File: src/rtl/vic_pkg.sv
package vic_pkg;
  localparam int NUM_VEC   = 32;
  localparam int VEC_W     = $clog2(NUM_VEC);
  localparam int DATA_W    = 16;
  localparam int PTR_W     = 16;
  localparam int SLOT_SH   = 3;
  localparam int ADDR_W    = PTR_W + VEC_W + SLOT_SH;
  localparam int ALT_FIRST = 16;
  localparam int ALT_LAST  = 23;
  localparam int PRIO_LEN  = 27;

  localparam logic [NUM_VEC-1:0] LIVE_MASK   = 32'h07FF_FFFF;
  localparam logic [NUM_VEC-1:0] SOFT_MASK   = 32'h07FF_FFFC;
  localparam logic [NUM_VEC-1:0] BYPASS_MASK = 32'h0000_0003;
  localparam logic [NUM_VEC-1:0] SHARED_MASK = 32'h0008_2880;

  localparam logic [2:0] RA_FLAG_LO = 3'd0;
  localparam logic [2:0] RA_FLAG_HI = 3'd1;
  localparam logic [2:0] RA_EN_LO   = 3'd2;
  localparam logic [2:0] RA_EN_HI   = 3'd3;
  localparam logic [2:0] RA_BASE_M  = 3'd4;
  localparam logic [2:0] RA_BASE_A  = 3'd5;

  typedef logic [VEC_W-1:0] vec_num_t;

  localparam vec_num_t PRIO_ORDER [0:PRIO_LEN-1] = '{
    5'd0,  5'd1,  5'd24, 5'd2,  5'd16, 5'd3,  5'd4,  5'd5,  5'd17,
    5'd6,  5'd7,  5'd8,  5'd18, 5'd9,  5'd10, 5'd11, 5'd19, 5'd12,
    5'd13, 5'd20, 5'd21, 5'd14, 5'd15, 5'd22, 5'd23, 5'd25, 5'd26};
endpackage

File: src/rtl/vic_flag_bank.sv
module vic_flag_bank #(
  parameter int N = 32,
  parameter logic [N-1:0] USED   = '1,
  parameter logic [N-1:0] SHARED = '0
) (
  input  logic         clk,
  input  logic         rst_n,
  input  logic [N-1:0] req_i,
  input  logic [N-1:0] alt_i,
  input  logic [N-1:0] clr_i,
  output logic [N-1:0] flag_o
);
  logic [N-1:0] merged;
  logic         unused_hi;

  assign merged    = req_i | (alt_i & SHARED);
  assign unused_hi = ^(merged & ~USED) ^ ^(clr_i & ~USED);

  for (genvar i = 0; i < N; i++) begin : g_bit
    if (USED[i]) begin : g_live
      logic prev_q, flag_q;
      always_ff @(posedge clk) begin
        if (!rst_n) begin
          prev_q <= 1'b0;
          flag_q <= 1'b0;
        end else begin
          prev_q <= merged[i];
          if (merged[i] && !prev_q) flag_q <= 1'b1;
          else if (clr_i[i])        flag_q <= 1'b0;
        end
      end
      assign flag_o[i] = flag_q;
    end else begin : g_dead
      assign flag_o[i] = 1'b0;
    end
  end
endmodule

File: src/rtl/vic_prio_arb.sv
module vic_prio_arb
  import vic_pkg::*;
(
  input  logic [NUM_VEC-1:0] pend_i,
  output logic               hit_o,
  output vec_num_t           num_o
);
  always_comb begin
    hit_o = 1'b0;
    num_o = '0;
    for (int p = 0; p < PRIO_LEN; p++) begin
      if (!hit_o && pend_i[PRIO_ORDER[p]]) begin
        hit_o = 1'b1;
        num_o = PRIO_ORDER[p];
      end
    end
  end
endmodule

File: src/rtl/vic_vec_out.sv
module vic_vec_out
  import vic_pkg::*;
(
  input  logic              clk,
  input  logic              rst_n,
  input  logic              hit_i,
  input  vec_num_t          num_i,
  input  logic [PTR_W-1:0]  base_main_i,
  input  logic [PTR_W-1:0]  base_alt_i,
  input  logic              ready_i,
  output logic              valid_o,
  output vec_num_t          num_o,
  output logic [ADDR_W-1:0] addr_o,
  output logic              done_o
);
  logic             use_alt;
  logic [PTR_W-1:0] base_sel;

  assign use_alt  = (int'(num_i) >= ALT_FIRST) && (int'(num_i) <= ALT_LAST);
  assign base_sel = use_alt ? base_alt_i : base_main_i;
  assign done_o   = valid_o && ready_i;

  always_ff @(posedge clk) begin
    if (!rst_n) begin
      valid_o <= 1'b0;
      num_o   <= '0;
      addr_o  <= '0;
    end else if (done_o) begin
      valid_o <= 1'b0;
    end else if (!valid_o && hit_i) begin
      valid_o <= 1'b1;
      num_o   <= num_i;
      addr_o  <= {base_sel, num_i, {SLOT_SH{1'b0}}};
    end
  end
endmodule

File: src/rtl/vec_irq_ctrl.sv
module vec_irq_ctrl
  import vic_pkg::*;
(
  input  logic                clk,
  input  logic                rst_n,
  input  logic [NUM_VEC-1:0]  src_req_i,
  input  logic [NUM_VEC-1:0]  src_alt_i,
  input  logic                gie_i,
  input  logic                reg_we_i,
  input  logic [2:0]          reg_addr_i,
  input  logic [DATA_W-1:0]   reg_wdata_i,
  output logic [DATA_W-1:0]   reg_rdata_o,
  output logic                vec_valid_o,
  input  logic                vec_ready_i,
  output logic [VEC_W-1:0]    vec_num_o,
  output logic [ADDR_W-1:0]   vec_addr_o
);
  logic [NUM_VEC-1:0] flags, en_q, clr_sw, clr_ack, pend;
  logic [PTR_W-1:0]   base_main_q, base_alt_q;
  logic               hit, done;
  vec_num_t           win_num;

  always_comb begin
    clr_sw = '0;
    if (reg_we_i && reg_addr_i == RA_FLAG_LO) clr_sw[DATA_W-1:0]       = reg_wdata_i;
    if (reg_we_i && reg_addr_i == RA_FLAG_HI) clr_sw[NUM_VEC-1:DATA_W] = reg_wdata_i;
    clr_sw = clr_sw & SOFT_MASK;
  end

  assign clr_ack = done ? (NUM_VEC'(1) << vec_num_o) : '0;

  vic_flag_bank #(.N(NUM_VEC), .USED(LIVE_MASK), .SHARED(SHARED_MASK)) u_flags (
    .clk(clk), .rst_n(rst_n), .req_i(src_req_i), .alt_i(src_alt_i),
    .clr_i(clr_sw | clr_ack), .flag_o(flags));

  always_ff @(posedge clk) begin
    if (!rst_n) begin
      en_q        <= '0;
      base_main_q <= '0;
      base_alt_q  <= '0;
    end else if (reg_we_i) begin
      case (reg_addr_i)
        RA_EN_LO:  en_q[DATA_W-1:0]       <= reg_wdata_i & SOFT_MASK[DATA_W-1:0];
        RA_EN_HI:  en_q[NUM_VEC-1:DATA_W] <= reg_wdata_i & SOFT_MASK[NUM_VEC-1:DATA_W];
        RA_BASE_M: base_main_q <= reg_wdata_i;
        RA_BASE_A: base_alt_q  <= reg_wdata_i;
        default: ;
      endcase
    end
  end

  assign pend = flags & ((en_q & SOFT_MASK & {NUM_VEC{gie_i}}) | BYPASS_MASK);

  vic_prio_arb u_arb (.pend_i(pend), .hit_o(hit), .num_o(win_num));

  vic_vec_out u_out (
    .clk(clk), .rst_n(rst_n), .hit_i(hit), .num_i(win_num),
    .base_main_i(base_main_q), .base_alt_i(base_alt_q), .ready_i(vec_ready_i),
    .valid_o(vec_valid_o), .num_o(vec_num_o), .addr_o(vec_addr_o), .done_o(done));

  always_comb begin
    case (reg_addr_i)
      RA_FLAG_LO: reg_rdata_o = flags[DATA_W-1:0]       & SOFT_MASK[DATA_W-1:0];
      RA_FLAG_HI: reg_rdata_o = flags[NUM_VEC-1:DATA_W] & SOFT_MASK[NUM_VEC-1:DATA_W];
      RA_EN_LO:   reg_rdata_o = en_q[DATA_W-1:0];
      RA_EN_HI:   reg_rdata_o = en_q[NUM_VEC-1:DATA_W];
      RA_BASE_M:  reg_rdata_o = base_main_q;
      RA_BASE_A:  reg_rdata_o = base_alt_q;
      default:    reg_rdata_o = '0;
    endcase
  end
endmodule

File: config.mk
export PLATFORM = sky130hd
export DESIGN_NAME = vec_irq_ctrl
export DESIGN_NICKNAME = d
export VERILOG_FILES = /design/src/rtl/vic_pkg.sv /design/src/rtl/vic_flag_bank.sv /design/src/rtl/vic_prio_arb.sv /design/src/rtl/vic_vec_out.sv /design/src/rtl/vec_irq_ctrl.sv
export SDC_FILE = /design/constraint.sdc
export NUM_CORES = 1
export LEC_CHECK = 0
export ABC_AREA = 0
export BUFFER_PORTS_ARGS = -buffer_cell sky130_fd_sc_hd__buf_2
export CAP_MARGIN = 20
export CORE_ASPECT_RATIO = 1.75
export CORE_MARGIN = 2
export CORE_UTILIZATION = 50
export CTS_CLUSTER_DIAMETER = 60
export CTS_CLUSTER_SIZE = 25
export DETAILED_ROUTE_END_ITERATION = 8
export GPL_TIMING_DRIVEN = 1
export MAX_ROUTING_LAYER = met4
export PLACE_DENSITY = 0.74
export SYNTH_ARGS = -nofsm -noshare
export SYNTH_HDL_FRONTEND = slang
export SYNTH_SLANG_ARGS = --single-unit
File: constraint.sdc
create_clock -name clk -period 2.7 [get_ports clk]
set_input_delay 0.54 -clock clk [delete_from_list [all_inputs] [get_ports clk]]
set_output_delay 0.54 -clock clk [all_outputs]
set_load 0.05 [all_outputs]
* Word level (Yosys, flattened, before mapping) *
Cells that the tools add are included.

storage, ports and cells
  flip-flop bits (word level) = 138
  output and inout bits = 46
  word-level logic and storage cells = 333
  bits of input ports = 88

operators by class
  magnitude comparators = 2
  shift-type cells = 1
  equal/unequal tests = 5
  reduce and logical (&&, ||, !) cells = 146
  mux-type cells = 112
  bitwise gates (word level) = 6

operator list
  cell                  count
  $mux 5                25
  $pmux 16 s6           1
  $mux 1                82
  $logic_and 1x1->1     58
  $and 27x27->27        2
  $logic_not 1->1       54
  $reduce_bool 2->1     27
  $mux 16               2
  $mux 27               1
  $or 27x20->27         1
  $or 27x27->27         1
  $shl 1x5->27 const A  1
  $mux 11               1
  $reduce_and 2->1      5
  $eq 3x2->1 const B    2
  $eq 3x3->1 const B    2
  $ge 5x5->1 const B    1
  $le 5x5->1 const B    1
  $eq 3x1->1 const B    1
  $logic_not 3->1       1
  $not 1->1             2
  $reduce_or 2->1       1

* Logic depth before layout (Yosys ltp) *
  depth in word-level cells = 84
  gate-level depth with buffers = 10
  gate-level depth less buffers = 6

* Modules after synthesis *
Synthesis repeated with hierarchy kept, for this count alone.

unflattened totals
  cells, all modules = 838
  area total of the unflattened synthesis = 7045.5 um^2

by module, submodules not included
  module         area an instance (um^2)  cells each  sequential area each (um^2)  times used
  vec_irq_ctrl   3537.1                   440         1141.1                       1
  vic_flag_bank  2093.3                   200         1081.0                       1
  vic_vec_out    997.2                    127         440.4                        1
  vic_prio_arb   417.9                    71          0.0                          1

* Least setup slack after synthesis *
Ideal clock, no wire load.

  path kind = input to output
  start point = input reg_addr_i[1]
  end point = output reg_rdata_o[13]
  arrival time = 2600 ps
  setup slack = -440 ps
  cell stages on the path = 5
  required time = 2160 ps
  buffers on the path = 2
  cell sequence = clkbuf_1 nor2b_1 clkbuf_1 a21oi_1 o21ai_0

on the way
  word-level cells in the longest chain between the ends = 2
  elaborated cells on any way between the ends = 7
  those cells by class = eq/ne: 5; mux: 1; reduce/logical: 1

ends and longest elaborated chain
  element                                   RTL line            RTL
  start: declaration                        vec_irq_ctrl.sv:10  input logic [2:0] reg_addr_i,
  $eq 3x3->1, or another cell as far along  vec_irq_ctrl.sv:62  case (reg_addr_i)
  $pmux 16 s6 (*)                           vec_irq_ctrl.sv:62
  end: declaration                          vec_irq_ctrl.sv:12  output logic [DATA_W-1:0] reg_rdata_o,

Mark *: on every way between the ends. The rest lies on a longest branch, timed or not.

* Worst setup path after layout *
  start point = register en_q[10]
  end point = register u_out.addr_o[18]

on the way
  word-level cells in the longest chain between the ends = 43
  elaborated cells on any way between the ends = 59
  those cells by class = order compare: 2; mux: 27; bitwise: 2; reduce/logical: 28

ends and longest elaborated chain
  element                                          RTL line            RTL
  start: declaration                               vec_irq_ctrl.sv:18  logic [NUM_VEC-1:0] flags, en_q, clr_sw, clr_ack, pend;
  start signal: indexed assignment                 vec_irq_ctrl.sv:43  RA_EN_LO: en_q[DATA_W-1:0] <= reg_wdata_i & SOFT_MASK[DATA_W-1:0];
  start signal: indexed assignment                 vec_irq_ctrl.sv:44  RA_EN_HI: en_q[NUM_VEC-1:DATA_W] <= reg_wdata_i & SOFT_MASK[NUM_VEC-1:DATA_W];
  $and 27x27->27 (*) (2 in series)                 vec_irq_ctrl.sv:52  assign pend = flags & ((en_q & SOFT_MASK & {NUM_VEC{gie_i}}) | BYPASS_MASK);
  $logic_and 1x1->1 (*)                            vic_prio_arb.sv:12  if (!hit_o && pend_i[PRIO_ORDER[p]]) begin
  $mux 1                                           vic_prio_arb.sv:12
  $logic_not 1->1                                  vic_prio_arb.sv:12
  $logic_and 1x1->1                                vic_prio_arb.sv:12
  $mux 1                                           vic_prio_arb.sv:12
  $logic_not 1->1                                  vic_prio_arb.sv:12
  $logic_and 1x1->1                                vic_prio_arb.sv:12
  [... 26 more ...]                                -
  $logic_and 1x1->1                                vic_prio_arb.sv:12
  $mux 1                                           vic_prio_arb.sv:12
  $logic_not 1->1                                  vic_prio_arb.sv:12
  $logic_and 1x1->1                                vic_prio_arb.sv:12
  $mux 5                                           vic_prio_arb.sv:12
  $ge 5x5->1 / $le 5x5->1 (equally long branches)  vic_vec_out.sv:19   assign use_alt = (int'(num_i) >= ALT_FIRST) && (int'(num_i) <= ALT_LAST);
  $logic_and 1x1->1                                vic_vec_out.sv:19
  $mux 16                                          vic_vec_out.sv:20   assign base_sel = use_alt ? base_alt_i : base_main_i;
  end signal: assignment                           vic_vec_out.sv:33   addr_o <= {base_sel, num_i, {SLOT_SH{1'b0}}};
  end: declaration                                 vic_vec_out.sv:13   output logic [ADDR_W-1:0] addr_o,

Marked as above.
A chain may end at the register's enable or synchronous reset.

==> out/metrics.cfg <==
[status]
status = complete, no violations

[sta]
fin_skew_ns = 0.0105
finalHoldViolations = 0
relSlewSlack_pct = 47.7
setup_violations = 0
fin_crit_ns = 2.54
finalMaxSlewViolations = 0
worst_pin_slew_ns = 0.784
fmax_mhz = 394
fin_crit_sh_pct = 93.9
tns_ns = 0
fin_ws_ns = 0.164
rsz0062_at_grt = false

[worst_setup_path]
cpPeakStageDelay_ns = 0.43
crit_family = compound AO/OA/AOI/OAI gates
ff2ff_setup_slack_ns = 0.16
r2r-start = en_q[10]$_SDFFE_PN0P_
cp-start-kind = register
cp.depth = 8
critPathBufInv = 2
critPathSlowestCell = or4_4
required_ns = 2.98
end_kind = register
timing.rr.end = u_out.addr_o[18]$_SDFFE_PN0P_
worst-setup-path-type = register to register
cp.arrival_ns = 2.82
cp_max_fo = 7
path_cells = a222oi_1 -> buf_4 -> a21oi_2 -> or4_4 -> o211a_4 -> buf_12 -> o311ai_0 -> o211ai_2
rr_worst_depth = 8

[final_layout]
drive_gt1_share_pct = 22.7
diodes = 0
n_fill_cell = 1190
multiInputGateArea_um2 = 3300
final_common_cell = nand2_1
num-nets-final = 1002
seq_area_um2 = 2660
finalNonFillerCells = 1094
final_cell_mix = nand2_1 (211), dfxtp_1 (133), buf_2 (97)
syn_to_final_growth_pct = 24.0

[placement]
dpl.hpwl_um = 15400
io_buffers = 97
place_worst_setup_slack_ns = -0.170
place_congestion = 1.02
placed_cells = 1063

[power]
power_mw = 5.50
p_leak_nw = 3.16
powerDensity_nw_per_um2 = 700
peakVddDrop_mv = 0.464

[detailed_routing]
vias_per_cell = 5.89
drtAntennaViolNets = 0
drc = 0
wl_per_cell_um = 18.8
drt-pass1-iter-count = 5
via_count = 6439
wirelength_um = 20600
drt-initial-drc-count = 454

[clock_tree]
htreeDepth = 4
ctsResizeCount = 0
holdBufCountCts = 0
clock-root-buffer = clkbuf_16
cts_tree = yes
cts-root-to-sink-buffers = 2
insertion_delay_ns = 0.42
cts.sinks = 133
numCtsBuffers = 17
clk_pin_slew_ns = 0.06
post-cts-setup-buffer-count = 0

[hold_path]
holdPathEnd = u_flags.g_bit[14].g_live.prev_q$_SDFF_PN0_
hold_depth = 3
hp-class = input port to register
hp-start = src_req_i[14]

[grt]
grt_max_degree = 68
grt_remaining_overflow = 0
grt_pass1_vias = 6411
grtUsageTotal_pct = 32.2
antenna_found_initial = 0
grt_pass1_wl_um = 32800

[die]
die-area_um2 = 13600
dieWidth_um = 89.1
io_pins = 134
fp.coreArea_um2 = 12400
num_rows = 54
initial_core_util_pct = 51.0
die_h_um = 153

[logic_synthesis]
synth_edf_count = 0
ys_seq_elements = 133
synth_seq_area_share_pct = 42.0
ys.flop_type = dfxtp_1
netlist_area_um2 = 6340
netlist_instances = 806
async_flop_share_pct = 0
ys_warn_count = 0
avgSynthCellArea_um2 = 7.86
synth_cell_type_count = 64

[job]
cap_viol_max_count = 0

worst reg2reg max path: stages, from the launching register on:
cell and delay (ns):
dfxtp_1 0.35, a222oi_1 0.34, buf_4 0.21, a21oi_2 0.11
or4_4 0.43, o211a_4 0.32, buf_12 0.14, o311ai_0 0.37
o211ai_2 0.14
synth_stat cells (3+ instances only):
| cell | instances | share of area [%] |
|---|---|---|
| a21oi_1 | 71 | 5.6 |
| a22o_1 | 10 | 1.4 |
| a22oi_1 | 17 | 2.0 |
| a31oi_1 | 7 | 0.69 |
| a32o_1 | 5 | 0.79 |
| a32oi_1 | 5 | 0.69 |
| and2_1 | 10 | 0.99 |
| buf_1 | 3 | 0.18 |
| buf_4 | 9 | 1.1 |
| clkbuf_1 | 48 | 2.8 |
| dfxtp_1 | 133 | 42 |
| inv_1 | 27 | 1.6 |
| mux2_2 | 6 | 1.1 |
| mux2i_1 | 12 | 1.9 |
| nand2_1 | 211 | 12 |
| nand2b_1 | 5 | 0.49 |
| nand3_1 | 33 | 2.6 |
| nand4_1 | 5 | 0.49 |
| nor2_1 | 34 | 2.0 |
| nor2b_1 | 10 | 0.99 |
| nor3_1 | 6 | 0.47 |
| nor4_1 | 3 | 0.30 |
| o2111ai_1 | 20 | 2.8 |
| o211ai_1 | 7 | 0.83 |
| o211ai_2 | 10 | 2.0 |
| o21ai_0 | 31 | 2.4 |
| o221ai_1 | 4 | 0.55 |
| o22ai_1 | 6 | 0.59 |
| o311ai_0 | 16 | 2.2 |
| o31ai_1 | 4 | 0.47 |
per-layer routing:
| layer | routed length, um | vias up | GRT usage [%] |
|---|---|---|---|
| met2 | 10700 | 289 | 53.9 |
| met4 | 1230 | 0 | 19.9 |
| met1 | 7560 | 2974 | 34.6 |
| li1 | - | 3090 | - |
| met3 | 1090 | 86 | 4.59 |
| met5 | 0 | - | - |
cells by family after synthesis:
group           share of synthesized area [%]
compound gates                           25.8
buf+inv                                  6.32
flops                                    42.0
mux                                      3.32
other cells                            0.0592
simple gates                             22.4
cell type report:
class                           count  share of cell area, %
Multi-Input combinational cell    584                   41.9
Sequential cell                   133                   33.9
Timing Repair Buffer              150                   11.6
Clock buffer                       19                   5.76
Clock inverter                     12                   2.88
Tap cell                          168                   2.67
Inverter                           28                   1.34
state kept, by name (all words and copies together), names as in the netlist:
name and count:
base_alt_q 16, u_out.valid_o 1, u_flags.g_bit.g_live.flag_q 27, en_q 25, u_flags.g_bit.g_live.prev_q 27, u_out.num_o 4
base_main_q 16, u_out.addr_o 17
stage by stage:
stage / hold WS, ns / cell area, um^2 / util [%]
3_5_place_dp: 0.406 / 7180 / 57.8
2_1_floorplan: 0.398 / 6350 / -
5_1_grt: 0.331 / 7860 / 63.2
3_3_place_gp: 0.401 / 7180 / 57.8
6_report: 0.314 / 7860 / 63.2
4_1_cts: 0.308 / 7860 / 63.2
worst max path at each step:
stage / from / end / slack (ns)
floorplan: reg_addr_i[1] / reg_rdata_o[9] / -0.23
global placement: gie_i / u_out.addr_o[20]$_SDFFE_PN0P_ / -0.15
detailed placement: gie_i / u_out.addr_o[20]$_SDFFE_PN0P_ / -0.17
CTS: en_q[10]$_SDFFE_PN0P_ / u_out.addr_o[18]$_SDFFE_PN0P_ / 0.15
global route: u_flags.g_bit[10].g_live.flag_q$_SDFFE_PN0P_ / u_out.addr_o[19]$_SDFFE_PN0P_ / 0.002
finish: en_q[10]$_SDFFE_PN0P_ / u_out.addr_o[18]$_SDFFE_PN0P_ / 0.16
report_power, final:
part           switching (mW)  internal [mW]
clock                   0.878           1.78
combinational           0.462          0.231
sequential             0.0987           2.06
No activity file was read; power rests on OpenSTA's default activity.
